--- config.mk ---
export PLATFORM = sky130hd
export DESIGN_NAME = chip_reset_sequencer
export DESIGN_NICKNAME = d
export VERILOG_FILES = /design/src/rtl/rstseq_pkg.sv /design/src/rtl/rstseq_pin_filter.sv /design/src/rtl/rstseq_ctrl.sv /design/src/rtl/rstseq_bus_gate.sv /design/src/rtl/chip_reset_sequencer.sv
export SDC_FILE = /design/constraint.sdc
export NUM_CORES = 1
export LEC_CHECK = 0
export BUFFER_PORTS_ARGS = -buffer_cell sky130_fd_sc_hd__buf_2
export CORE_MARGIN = 8
export CORE_UTILIZATION = 55
export DETAILED_ROUTE_END_ITERATION = 6
export PLACE_DENSITY_LB_ADDON = 0.1
export SYNTH_ARGS = -nofsm -noshare
export SYNTH_HDL_FRONTEND = slang
export SYNTH_SLANG_ARGS = --single-unit
--- constraint.sdc ---
create_clock -name clk -period 8.91 [get_ports clk]
set_clock_uncertainty 0.1 [all_clocks]
set_input_delay 0 -clock clk [delete_from_list [all_inputs] [get_ports clk]]
set_output_delay 0 -clock clk [all_outputs]
set_load 0.1 [all_outputs]
--- src/rtl/rstseq_pkg.sv ---
package rstseq_pkg;

   typedef enum logic [2:0] {
      ST_IDLE_RESET  = 3'd0,
      ST_IF_RESET    = 3'd1,
      ST_STRAP_LATCH = 3'd2,
      ST_LOAD_WAIT   = 3'd3,
      ST_READY       = 3'd4
   } rst_state_e;

   // word addresses of the register window
   localparam int unsigned REG_BYTE_ORDER = 0;
   localparam int unsigned REG_HWCFG      = 1;
   localparam int unsigned REG_RSTCTL     = 2;
   localparam int unsigned REG_SCRATCH    = 3;

   // field positions
   localparam int unsigned HWCFG_READY_BIT = 0;
   localparam int unsigned HWCFG_STRAP_LSB = 8;
   localparam int unsigned RSTCTL_IFDONE_BIT = 0;
   localparam int unsigned RSTCTL_CORE_BIT   = 1;

endpackage

--- src/rtl/rstseq_pin_filter.sv ---
module rstseq_pin_filter #(
   parameter int unsigned SYNC_STAGES = 2,
   parameter int unsigned MIN_LOW_CYC = 16
) (
   input  logic clk,
   input  logic por_i,
   input  logic pin_n_i,
   output logic evt_o
);

   logic [SYNC_STAGES-1:0] sync_q;

   always_ff @(posedge clk or posedge por_i) begin
      if (por_i) sync_q <= '1;
      else       sync_q <= {sync_q[SYNC_STAGES-2:0], pin_n_i};
   end

   generate
      if (MIN_LOW_CYC <= 1) begin : g_direct
         assign evt_o = ~sync_q[SYNC_STAGES-1];
      end else begin : g_count
         localparam int unsigned CW = $clog2(MIN_LOW_CYC + 1);
         localparam logic [CW-1:0] LIMIT = CW'(MIN_LOW_CYC);
         logic [CW-1:0] low_cnt_q;

         always_ff @(posedge clk or posedge por_i) begin
            if (por_i)                      low_cnt_q <= '0;
            else if (sync_q[SYNC_STAGES-1]) low_cnt_q <= '0;
            else if (low_cnt_q != LIMIT)    low_cnt_q <= low_cnt_q + 1'b1;
         end

         assign evt_o = (low_cnt_q == LIMIT);
      end
   endgenerate

endmodule

--- src/rtl/rstseq_ctrl.sv ---
module rstseq_ctrl
   import rstseq_pkg::*;
#(
   parameter int unsigned STRAP_W       = 8,
   parameter int unsigned BYTES_W       = 16,
   parameter int unsigned CNT_W         = 32,
   parameter int unsigned IF_RST_CYC    = 64,
   parameter int unsigned BASE_WAIT_CYC = 575000,
   parameter int unsigned PER_BYTE_CYC  = 2275
) (
   input  logic               clk,
   input  logic               por_i,
   input  logic               evt_i,
   input  logic [STRAP_W-1:0] strap_i,
   input  logic               ld_done_i,
   input  logic [BYTES_W-1:0] ld_bytes_i,
   output rst_state_e         state_o,
   output logic [STRAP_W-1:0] strap_q_o,
   output logic               ld_start_o,
   output logic               ready_o,
   output logic               rst_if_o,
   output logic               rst_core_o,
   output logic               clr_o
);

   localparam int unsigned PW = CNT_W + BYTES_W + 1;
   localparam logic [CNT_W-1:0] IF_LAST = CNT_W'(IF_RST_CYC - 1);

   rst_state_e         st_q;
   logic [CNT_W-1:0]   cnt_q;
   logic [CNT_W-1:0]   tgt_q;
   logic               done_seen_q;
   logic [STRAP_W-1:0] strap_q;
   logic [PW-1:0]      tgt_wide;
   logic [CNT_W-1:0]   tgt_sat;

   // wait target: base + bytes * per-byte, clamped to the counter range
   always_comb begin
      tgt_wide = PW'(BASE_WAIT_CYC) + PW'(ld_bytes_i) * PW'(PER_BYTE_CYC);
      tgt_sat  = (|tgt_wide[PW-1:CNT_W]) ? '1 : tgt_wide[CNT_W-1:0];
   end

   always_ff @(posedge clk or posedge por_i) begin
      if (por_i) begin
         st_q        <= ST_IDLE_RESET;
         cnt_q       <= '0;
         tgt_q       <= '0;
         done_seen_q <= 1'b0;
         strap_q     <= '0;
      end else if (evt_i) begin
         st_q        <= ST_IDLE_RESET;
         cnt_q       <= '0;
         tgt_q       <= '0;
         done_seen_q <= 1'b0;
         strap_q     <= '0;
      end else begin
         unique case (st_q)
            ST_IDLE_RESET: begin
               st_q  <= ST_IF_RESET;
               cnt_q <= '0;
            end
            ST_IF_RESET: begin
               if (cnt_q == IF_LAST) begin
                  st_q  <= ST_STRAP_LATCH;
                  cnt_q <= '0;
               end else begin
                  cnt_q <= cnt_q + 1'b1;
               end
            end
            ST_STRAP_LATCH: begin
               strap_q     <= strap_i;
               st_q        <= ST_LOAD_WAIT;
               cnt_q       <= '0;
               done_seen_q <= 1'b0;
            end
            ST_LOAD_WAIT: begin
               if (cnt_q != '1) cnt_q <= cnt_q + 1'b1;
               if (ld_done_i && !done_seen_q) begin
                  done_seen_q <= 1'b1;
                  tgt_q       <= tgt_sat;
               end
               if (done_seen_q && (cnt_q >= tgt_q)) st_q <= ST_READY;
            end
            ST_READY: st_q <= ST_READY;
            default:  st_q <= ST_IDLE_RESET;
         endcase
      end
   end

   assign state_o    = st_q;
   assign strap_q_o  = strap_q;
   assign ld_start_o = (st_q == ST_STRAP_LATCH);
   assign ready_o    = (st_q == ST_READY);
   assign rst_if_o   = (st_q == ST_IDLE_RESET) || (st_q == ST_IF_RESET);
   assign rst_core_o = (st_q != ST_READY);
   assign clr_o      = (st_q == ST_IDLE_RESET);

endmodule

--- src/rtl/rstseq_bus_gate.sv ---
module rstseq_bus_gate
   import rstseq_pkg::*;
#(
   parameter int unsigned ADDR_W      = 4,
   parameter int unsigned DATA_W      = 32,
   parameter int unsigned STRAP_W     = 8,
   parameter logic [DATA_W-1:0] BOT_PATTERN = '0
) (
   input  logic               clk,
   input  logic               por_i,
   input  logic               clr_i,
   input  logic               ready_i,
   input  logic               if_done_i,
   input  logic               core_rst_i,
   input  logic [STRAP_W-1:0] strap_q_i,
   input  logic               req_i,
   input  logic               we_i,
   input  logic [ADDR_W-1:0]  addr_i,
   input  logic [DATA_W-1:0]  wdata_i,
   output logic               rvalid_o,
   output logic [DATA_W-1:0]  rdata_o,
   output logic               err_o
);

   localparam logic [ADDR_W-1:0] A_BOT = ADDR_W'(REG_BYTE_ORDER);
   localparam logic [ADDR_W-1:0] A_HW  = ADDR_W'(REG_HWCFG);
   localparam logic [ADDR_W-1:0] A_RC  = ADDR_W'(REG_RSTCTL);
   localparam logic [ADDR_W-1:0] A_SCR = ADDR_W'(REG_SCRATCH);

   logic [DATA_W-1:0] scratch_q;
   logic [DATA_W-1:0] rd_val;
   logic              early_ok;
   logic              rd_req;
   logic              refuse;

   always_comb begin
      rd_val = '0;
      unique case (addr_i)
         A_BOT: rd_val = if_done_i ? BOT_PATTERN : '1;
         A_HW: begin
            rd_val[HWCFG_READY_BIT]               = ready_i;
            rd_val[HWCFG_STRAP_LSB +: STRAP_W]    = strap_q_i;
         end
         A_RC: begin
            rd_val[RSTCTL_IFDONE_BIT] = if_done_i;
            rd_val[RSTCTL_CORE_BIT]   = core_rst_i;
         end
         A_SCR:   rd_val = scratch_q;
         default: rd_val = '0;
      endcase
   end

   assign early_ok = (addr_i == A_BOT) || (addr_i == A_HW) || (addr_i == A_RC);
   assign rd_req   = req_i && !we_i;
   assign refuse   = !ready_i && !early_ok;

   always_ff @(posedge clk or posedge por_i) begin
      if (por_i) begin
         rvalid_o <= 1'b0;
         rdata_o  <= '0;
         err_o    <= 1'b0;
      end else begin
         rvalid_o <= rd_req;
         err_o    <= rd_req && refuse;
         rdata_o  <= (rd_req && !refuse) ? rd_val : '0;
      end
   end

   always_ff @(posedge clk or posedge por_i) begin
      if (por_i)                                          scratch_q <= '0;
      else if (clr_i)                                     scratch_q <= '0;
      else if (req_i && we_i && ready_i && addr_i == A_SCR) scratch_q <= wdata_i;
   end

endmodule

--- src/rtl/chip_reset_sequencer.sv ---
module chip_reset_sequencer
   import rstseq_pkg::*;
#(
   parameter int unsigned DATA_W        = 32,
   parameter int unsigned ADDR_W        = 4,
   parameter int unsigned STRAP_W       = 8,
   parameter int unsigned BYTES_W       = 16,
   parameter int unsigned CNT_W         = 32,
   parameter int unsigned SYNC_STAGES   = 2,
   parameter int unsigned MIN_LOW_CYC   = 16,
   parameter int unsigned IF_RST_CYC    = 64,
   parameter int unsigned BASE_WAIT_CYC = 575000,
   parameter int unsigned PER_BYTE_CYC  = 2275,
   parameter logic [DATA_W-1:0] BOT_PATTERN = 32'hC3A5_5A3C
) (
   input  logic               clk,
   input  logic               por_i,
   input  logic               ext_rst_n_i,
   input  logic [STRAP_W-1:0] strap_i,
   output logic               ld_start_o,
   input  logic               ld_done_i,
   input  logic [BYTES_W-1:0] ld_bytes_i,
   output logic               rst_if_o,
   output logic               rst_core_o,
   output logic               ready_o,
   input  logic               bus_req_i,
   input  logic               bus_we_i,
   input  logic [ADDR_W-1:0]  bus_addr_i,
   input  logic [DATA_W-1:0]  bus_wdata_i,
   output logic               bus_rvalid_o,
   output logic [DATA_W-1:0]  bus_rdata_o,
   output logic               bus_err_o
);

   generate
      if (SYNC_STAGES < 2) begin : g_bad_sync
         $error("SYNC_STAGES must be at least 2");
      end
      if (IF_RST_CYC < 1 || IF_RST_CYC >= (64'd1 << CNT_W)) begin : g_bad_if
         $error("IF_RST_CYC must be in 1 .. 2**CNT_W-1");
      end
      if (HWCFG_STRAP_LSB + STRAP_W > DATA_W) begin : g_bad_strap
         $error("strap field does not fit the data word");
      end
      if (ADDR_W < 2) begin : g_bad_addr
         $error("ADDR_W must cover four registers");
      end
   endgenerate

   logic               pin_evt;
   rst_state_e         fsm_state;
   logic [STRAP_W-1:0] strap_q;
   logic               clr;

   rstseq_pin_filter #(
      .SYNC_STAGES (SYNC_STAGES),
      .MIN_LOW_CYC (MIN_LOW_CYC)
   ) u_pin (
      .clk     (clk),
      .por_i   (por_i),
      .pin_n_i (ext_rst_n_i),
      .evt_o   (pin_evt)
   );

   rstseq_ctrl #(
      .STRAP_W       (STRAP_W),
      .BYTES_W       (BYTES_W),
      .CNT_W         (CNT_W),
      .IF_RST_CYC    (IF_RST_CYC),
      .BASE_WAIT_CYC (BASE_WAIT_CYC),
      .PER_BYTE_CYC  (PER_BYTE_CYC)
   ) u_ctrl (
      .clk        (clk),
      .por_i      (por_i),
      .evt_i      (pin_evt),
      .strap_i    (strap_i),
      .ld_done_i  (ld_done_i),
      .ld_bytes_i (ld_bytes_i),
      .state_o    (fsm_state),
      .strap_q_o  (strap_q),
      .ld_start_o (ld_start_o),
      .ready_o    (ready_o),
      .rst_if_o   (rst_if_o),
      .rst_core_o (rst_core_o),
      .clr_o      (clr)
   );

   rstseq_bus_gate #(
      .ADDR_W      (ADDR_W),
      .DATA_W      (DATA_W),
      .STRAP_W     (STRAP_W),
      .BOT_PATTERN (BOT_PATTERN)
   ) u_gate (
      .clk        (clk),
      .por_i      (por_i),
      .clr_i      (clr),
      .ready_i    (ready_o),
      .if_done_i  (!rst_if_o),
      .core_rst_i (rst_core_o),
      .strap_q_i  (strap_q),
      .req_i      (bus_req_i),
      .we_i       (bus_we_i),
      .addr_i     (bus_addr_i),
      .wdata_i    (bus_wdata_i),
      .rvalid_o   (bus_rvalid_o),
      .rdata_o    (bus_rdata_o),
      .err_o      (bus_err_o)
   );

endmodule

==> results of run 1 <==
[cell usage after synthesis, types with 5 or more instances]
library cell / instances
dfrtp_1: 143
nand2_1: 73
nand3_1: 27
a21o_1: 15
a22o_1: 36
nor2b_1: 8
nor4_1: 9
clkbuf_1: 15
and2_1: 6
nand2b_1: 5
xor2_1: 11
nand4_1: 15
o31ai_1: 13
nor2_1: 80
a21oi_1: 84
a31oi_1: 6
and3_1: 8
a211oi_1: 9
o21ai_1: 9
o211ai_1: 5
inv_1: 131
fa_1: 49
or2_2: 5
ha_1: 126
nor3_1: 11
xnor2_1: 13
o21ai_0: 73
buf_2: 18
[path summary, 6_finish.rpt]
check	to	slack, ps
worst max-delay path	u_ctrl.tgt_q[20]	4370
min in group asynchronous	u_gate.rdata_o[25]	120
worst max register to register	u_ctrl.cnt_q[11]	5610
max in group asynchronous	u_ctrl.strap_q_o[0]	7200
worst min-delay path	u_ctrl.tgt_q[27]	80
worst min register to register	u_pin.sync_q[1]	260
[through the flow]
step	cell area [µm²]	setup slack (ps)	utilization, %
6_report	12000	4370	65.0
4_1_cts	12000	4390	65.0
3_3_place_gp	10900	4310	58.9
5_1_grt	12000	4010	65.0
3_5_place_dp	10900	4170	58.9
2_1_floorplan	10300	4690	-
[logic make-up after synthesis]
logic type	count (synthesis)
adders and majority gates	175
xor gates and xnor gates	24
muxes	4
buffers and inverters	175
AOI/OAI and AO/OA	279
and+or+nand+nor	271
DFF	145
[state kept, by name (all words and copies together), names as in the netlist]
name and flops:
u_ctrl.strap_q_o 8, u_gate.rvalid_o 1, u_ctrl.state_o 3, u_gate.err_o 1, u_ctrl.cnt_q 32, u_pin.g_count.low_cnt_q 5
u_pin.sync_q 2, u_gate.scratch_q 32, u_gate.rdata_o 32, u_ctrl.done_seen_q 1, u_ctrl.tgt_q 28
[per-layer routing]
layer / global-route usage [%] / routed length [µm] / vias up
met4: 6.31 / 408 / 0
met2: 35.6 / 11800 / 140
li1: - / - / 3996
met5: 0 / 0 / -
met1: 28.0 / 11200 / 3934
met3: 3.15 / 779 / 30
[timing repair]
action / in CTS / in global routing
hold buffers: 50 / 0
resized for setup: 0 / 0
hold endpoints to repair: 121 / 0
[power by group through the flow]
stage          Combinational (W)  Sequential, W  Clock (W)
2_1_floorplan            0.00116       0.000812          0
3_3_place_gp             0.00143       0.000825          0
3_5_place_dp             0.00145       0.000828          0
4_1_cts                  0.00148       0.000817   0.000767
5_1_grt                  0.00169       0.000830   0.000789
6_report                 0.00148       0.000817   0.000752
[cell usage in the layout, fill, tap and decap left out, drive strengths merged, types with 17 or more instances in the layout]
cell,count
dlygate4sd3,50
inv,140
clkbuf,18
a22o,36
o21ai,83
fa,49
nand2,73
nor2,82
ha,126
dfrtp,143
nand4,17
buf,108
nand3,28
a21oi,84
[worst max-delay path, stage by stage]
cell and delay [ps]:
dlygate4sd3_1 530, buf_2 170, ha_1 320, fa_1 500
fa_1 550, inv_1 60, fa_1 530, inv_1 40
ha_1 340, a2111oi_0 450, o21ai_1 180, a31oi_2 370
nor3b_1 320, o31ai_1 130, xnor2_1 140, o21ai_0 80
[area by class of cell]
type	count	area, µm²
Tap cell	234	293
Inverter	131	497
Clock inverter	14	185
Multi-Input combinational cell	753	5940
Timing Repair Buffer	158	1050
Fill cell	1490	6480
Sequential cell	145	3630
Clock buffer	18	439
==> metrics.md, run 1 <==
| Metric | Value |
|---|---|
| Status | `complete, no violations` |
| Setup TNS | `0 ps` |
| Wire length per cell | `16.7 µm` |
| Post-synth EDFFs | `0` |
| Pre-antenna DRT Iters | `5` |
| Area growth syn-to-layout | `17.3%` |
| Total GRT Usage | `21.2%` |
| Clock share of power | `24.7%` |
| Synthesized area | `0.0103 mm²` |
| CP Launch Type | `primary input` |
| # port buffers | `103` |
| Worst-Skew Late Latency | `420 ps` |
| Vert. Die Dim | `153 µm` |
| Ranking of synthesized cells by area | `dfrtp_1, ha_1, fa_1, inv_1, a21oi_1` |
| Hold_ws | `78.3 ps` |
| Combinational power share | `48.5%` |
| Final setup viols | `0` |
| Routed vias | `8100` |
| Main combinational cell family by area after synthesis | `adder cells` |
| Antenna diodes | `0` |
| Hold crit path type | `in -> reg` |
| CP required | `9100 ps` |
| Pwr Total | `0.00305 W` |
| Hold Crit Start | `ld_bytes_i[15]` |
| CP Max Fanout | `6` |
| Total gr overflow | `0` |
| Max-cap check violation count | `0` |
| Slew HR | `27.5%` |
| Final min period | `4540 ps` |
| HPWL after DPL | `17.7 mm` |
| Asr flop ratio synth | `100%` |
| Final period util | `50.9%` |
| Sw Ratio | `41.7%` |
| Post-Synth XOR/XNOR Area | `2.05%` |
| Pleak | `6.06 nW` |
| Power density over cell area | `253 mW/mm²` |
| Top-area cell type share of the netlist area | `34.9%` |
| Clock slew at reported path FFs | `60 ps` |
| Flop pwr share | `26.8%` |
| Int Pwr | `0.00178 W` |
| Post-detailed-routing wire length | `24.2 mm` |
| RSZ-0062 raised after global routing | `false` |
| Critical Path End Type | `flip-flop` |
| Die area | `0.0233 mm²` |
| Adder-Cell Fraction of Synth Area | `24.9%` |
| Initial cell density of the core | `55.4%` |
| Arrival time at the worst endpoint | `4720 ps` |
| Register area share after synthesis | `35.4%` |
| Area share of and/or/nand/nor cells after synthesis | `13.2%` |
| Fin cells | `1453` |
| Mux cell area share after synthesis | `0.390%` |
| DRC viols | `0` |
| YS warnings | `0` |
| Core area | `0.0185 mm²` |
| Yosys top cell by area | `dfrtp_1` |
| H-tree level count | `4` |
| Worst-margin pin slew | `1090 ps` |
| Library cells used by synthesis | `68` |
| Synth Net Count | `1314` |
| Largest net degree at the start of global routing | `78` |
| Path depth of the worst reg2reg path | `10` |
| Maximum clock path buffer count | `2` |
| Crit Path Category | `in -> reg` |
| Clock sinks | `145` |
| Gate count after technology mapping | `1073` |
| Slew Limit Fails | `0` |
| Rows | `50` |
| Main synth FF type | `dfrtp_1` |
| Layout cell share with drive strength beyond 1 | `13.5%` |
| Nets | `1447` |
| Syn Area/Cell | `9.56 µm²` |
| Yosys reg bits | `145` |
| Initial antenna violation count | `0` |
| Cts bufs inserted | `17` |
| Final ANT Viol Nets | `0` |
| VDD IR max | `172 µV` |
| Hold Violations, Final | `0` |
| DR iter-0 viols | `407` |
| CTS tree | `yes` |
| Vias/cell | `5.57` |
| First-pass GRT wire length | `41.3 mm` |
| Synth Area in Compound Gates | `17.1%` |
| Die Span X | `153 µm` |
| P_sw | `0.00127 W` |
| FF-to-FF Start | `u_pin.g_count.low_cnt_q[0]` |
| Max Clk Rate | `0.220 GHz` |
| DP Cell Count | `1371` |
| Global placer's final weighted congestion | `0.865` |
| # IOs | `104` |
| Worst hold path depth | `4` |
| Vias in the first global route | `8280` |
| CP startpoint | `ld_bytes_i[0]` |
| CTS root buf | `clkbuf_16` |
| Post-CTS Setup Bufs | `0` |
(Power assumes the default switching activity.)
==> inputs of run 2 (changes only) <==
- clock period: 8.91 -> 4.4 ns (I/O delays scaled with it)
==> run 2 against run 1 <==
Effect of this change:
- combinational power increased by 120%
- final area rose by 1.3%
- utilization up 0.84 points
- register-to-register slack worse by 4200 ps
- clock power increased by 100%
- critical path type unchanged
- critical endpoint is now u_ctrl.tgt_q[26]
- largest power group unchanged
==> metrics.md, run 2 (synthesis results as in run 1) <==
| Metric | Value |
|---|---|
| Status | `complete, no violations` |
| CTS root buf | `clkbuf_16` |
| Core area | `0.0185 mm²` |
| Maximum clock path buffer count | `2` |
| Total gr overflow | `0` |
| DP Area | `0.0110 mm²` |
| Post-detailed-routing wire length | `24.9 mm` |
| Rows | `50` |
| Critical Path Most Common Cell | `fa_1` |
| Die Span X | `153 µm` |
| VDD IR max | `290 µV` |
| Critical Path End Type | `flip-flop` |
| Nets | `1466` |
| CTS tree | `yes` |
| DRC viols | `0` |
| Clock sinks | `145` |
| # IOs | `104` |
| Most frequent cells in the layout | `dfrtp_1, inv_1, ha_1` |
| Initial cell density of the core | `55.4%` |
| Wire length per cell | `16.9 µm` |
| Arrival time at the worst endpoint | `4350 ps` |
| Largest net degree at the start of global routing | `107` |
| Hold crit path type | `in -> reg` |
| Post-CTS Setup Bufs | `0` |
| Pleak | `6.15 nW` |
| Worst r2r dst | `u_ctrl.cnt_q[11]` |
| Slew HR | `25.7%` |
| Final min period | `4140 ps` |
| Max Clk Rate | `0.242 GHz` |
| Most common cell after layout, fill and taps aside | `dfrtp_1` |
| Clock slew at reported path FFs | `60 ps` |
| Post-Route M1 WL | `11.6 mm` |
| Top layer in use | `met4` |
| Met2 WL | `12.1 mm` |
| Crit Path Category | `in -> reg` |
| Initial antenna violation count | `1` |
| First-pass GRT wire length | `41.9 mm` |
| Worst-margin pin slew | `1110 ps` |
| Slew Limit Fails | `0` |
| Vert. Die Dim | `153 µm` |
| Cts bufs inserted | `17` |
| Final period util | `94.1%` |
| Total GRT Usage | `21.7%` |
| Hold Crit Start | `ld_bytes_i[15]` |
| H-tree level count | `4` |
| Max stage delay on crit path | `550 ps` |
| CP required | `4610 ps` |
| Worst hold path depth | `4` |
| DR iter-0 viols | `451` |
| Final core utilization | `65.9%` |
| DP Cell Count | `1386` |
| CP startpoint | `ld_bytes_i[0]` |
| Worst-Skew Late Latency | `420 ps` |
| Max-cap check violation count | `0` |
| RSZ-0062 raised after global routing | `false` |
| Hold endpoint | `u_ctrl.tgt_q[27]` |
| Pre-antenna DRT Iters | `5` |
| Power density over cell area | `521 mW/mm²` |
| Path depth of the worst reg2reg path | `7` |
| Top flop regs | `u_ctrl.cnt_q: 32 flops, u_gate.rdata_o: 32 flops, u_gate.scratch_q: 32 flops` |
| Reg-to-reg setup timing slack | `1430 ps` |
| Final setup viols | `0` |
| # port buffers | `103` |
| Final ANT Viol Nets | `0` |
| Global placer's final weighted congestion | `0.873` |
| Hold Violations, Final | `0` |
| Area growth syn-to-layout | `18.8%` |
| Vias in the first global route | `8451` |
| Crit-path cells | `dlygate4sd3_1 > buf_2 > ha_1 > fa_1 > fa_1 > inv_1 > fa_1 > inv_1 > ha_1 > a2111oi_2 > o21ai_1 > a31oi_2 > nor4b_1 > a211oi_1 > xor2_1 > o21ai_1` |
| HPWL after DPL | `18.1 mm` |
| Vias/cell | `5.53` |
| Fin area | `0.0122 mm²` |
| Critical-path top delay cell | `fa_1` |
| FF-to-FF Start | `u_ctrl.cnt_q[29]` |
| Detail Route met3 WL | `760 µm` |
| CP Max Fanout | `5` |
| Routed vias | `8145` |
| Die area | `0.0233 mm²` |
| Layout cell share with drive strength beyond 1 | `14.6%` |
| Fin cells | `1473` |
| CP Launch Type | `primary input` |
==> run 2: area by class of cell <==
cell class / count / area, µm²
antenna: 1 / 2.50
clock buffer: 17 / 425
clock inverter: 15 / 189
fill: 1528 / 6320
inverter: 131 / 497
multi-input combinational: 753 / 5950
sequential: 145 / 3630
tap: 234 / 293
timing repair buffer: 177 / 1210
==> run 2: power breakdown <==
group,internal [W],total (W),switching [W]
Clock,0.000867,0.00152,0.000649
Sequential,0.00152,0.00165,0.000137
Combinational,0.00134,0.00319,0.00185
==> run 2: how the worst max path moves through the flow <==
stage	cells past startpoint	end
floorplan	15	u_ctrl.tgt_q[20]
global placement	16	u_ctrl.tgt_q[20]
detailed placement	16	u_ctrl.tgt_q[20]
CTS	16	u_ctrl.tgt_q[20]
global route	16	u_ctrl.tgt_q[26]
finish	16	u_ctrl.tgt_q[26]
==> run 2: through the flow <==
stage	power, W	TNS [ps]	setup WS (ps)	hold WS [ps]
after CTS	0.00636	0	77.4	38.1
after floorplan	0.00399	0	179	-95.5
after detailed placement	0.00478	-28.8	-28.8	8.26
after global routing	0.00687	0	32.0	117
final	0.00636	0	260	33.5
after global placement	0.00473	0	11.2	5.20
==> run 2: repair_timing <==
action                                  in CTS  in global routing
hold buffers                                54                  0
endpoints found under the hold margin      157                  0
endpoints found under the setup margin       0                  5
gates resized for setup                      0                  3
==> run 2: worst max-delay path, delay by kind of cell <==
| kind | cells | cell delay, ps |
|---|---|---|
| buf+inv | 4 | 790 |
| compound gates | 5 | 1090 |
| simple gates | 1 | 90 |
| fa+ha+maj | 5 | 2190 |
| xor+xnor | 1 | 170 |
==> run 2: per-layer routing <==
| metal | GRT usage [%] | vias to the layer above |
|---|---|---|
| met3 | 3.12 | 31 |
| met2 | 36.3 | 156 |
| met1 | 28.7 | 3935 |
| met4 | 6.93 | 0 |
| met5 | 0 | - |
| li1 | - | 4023 |
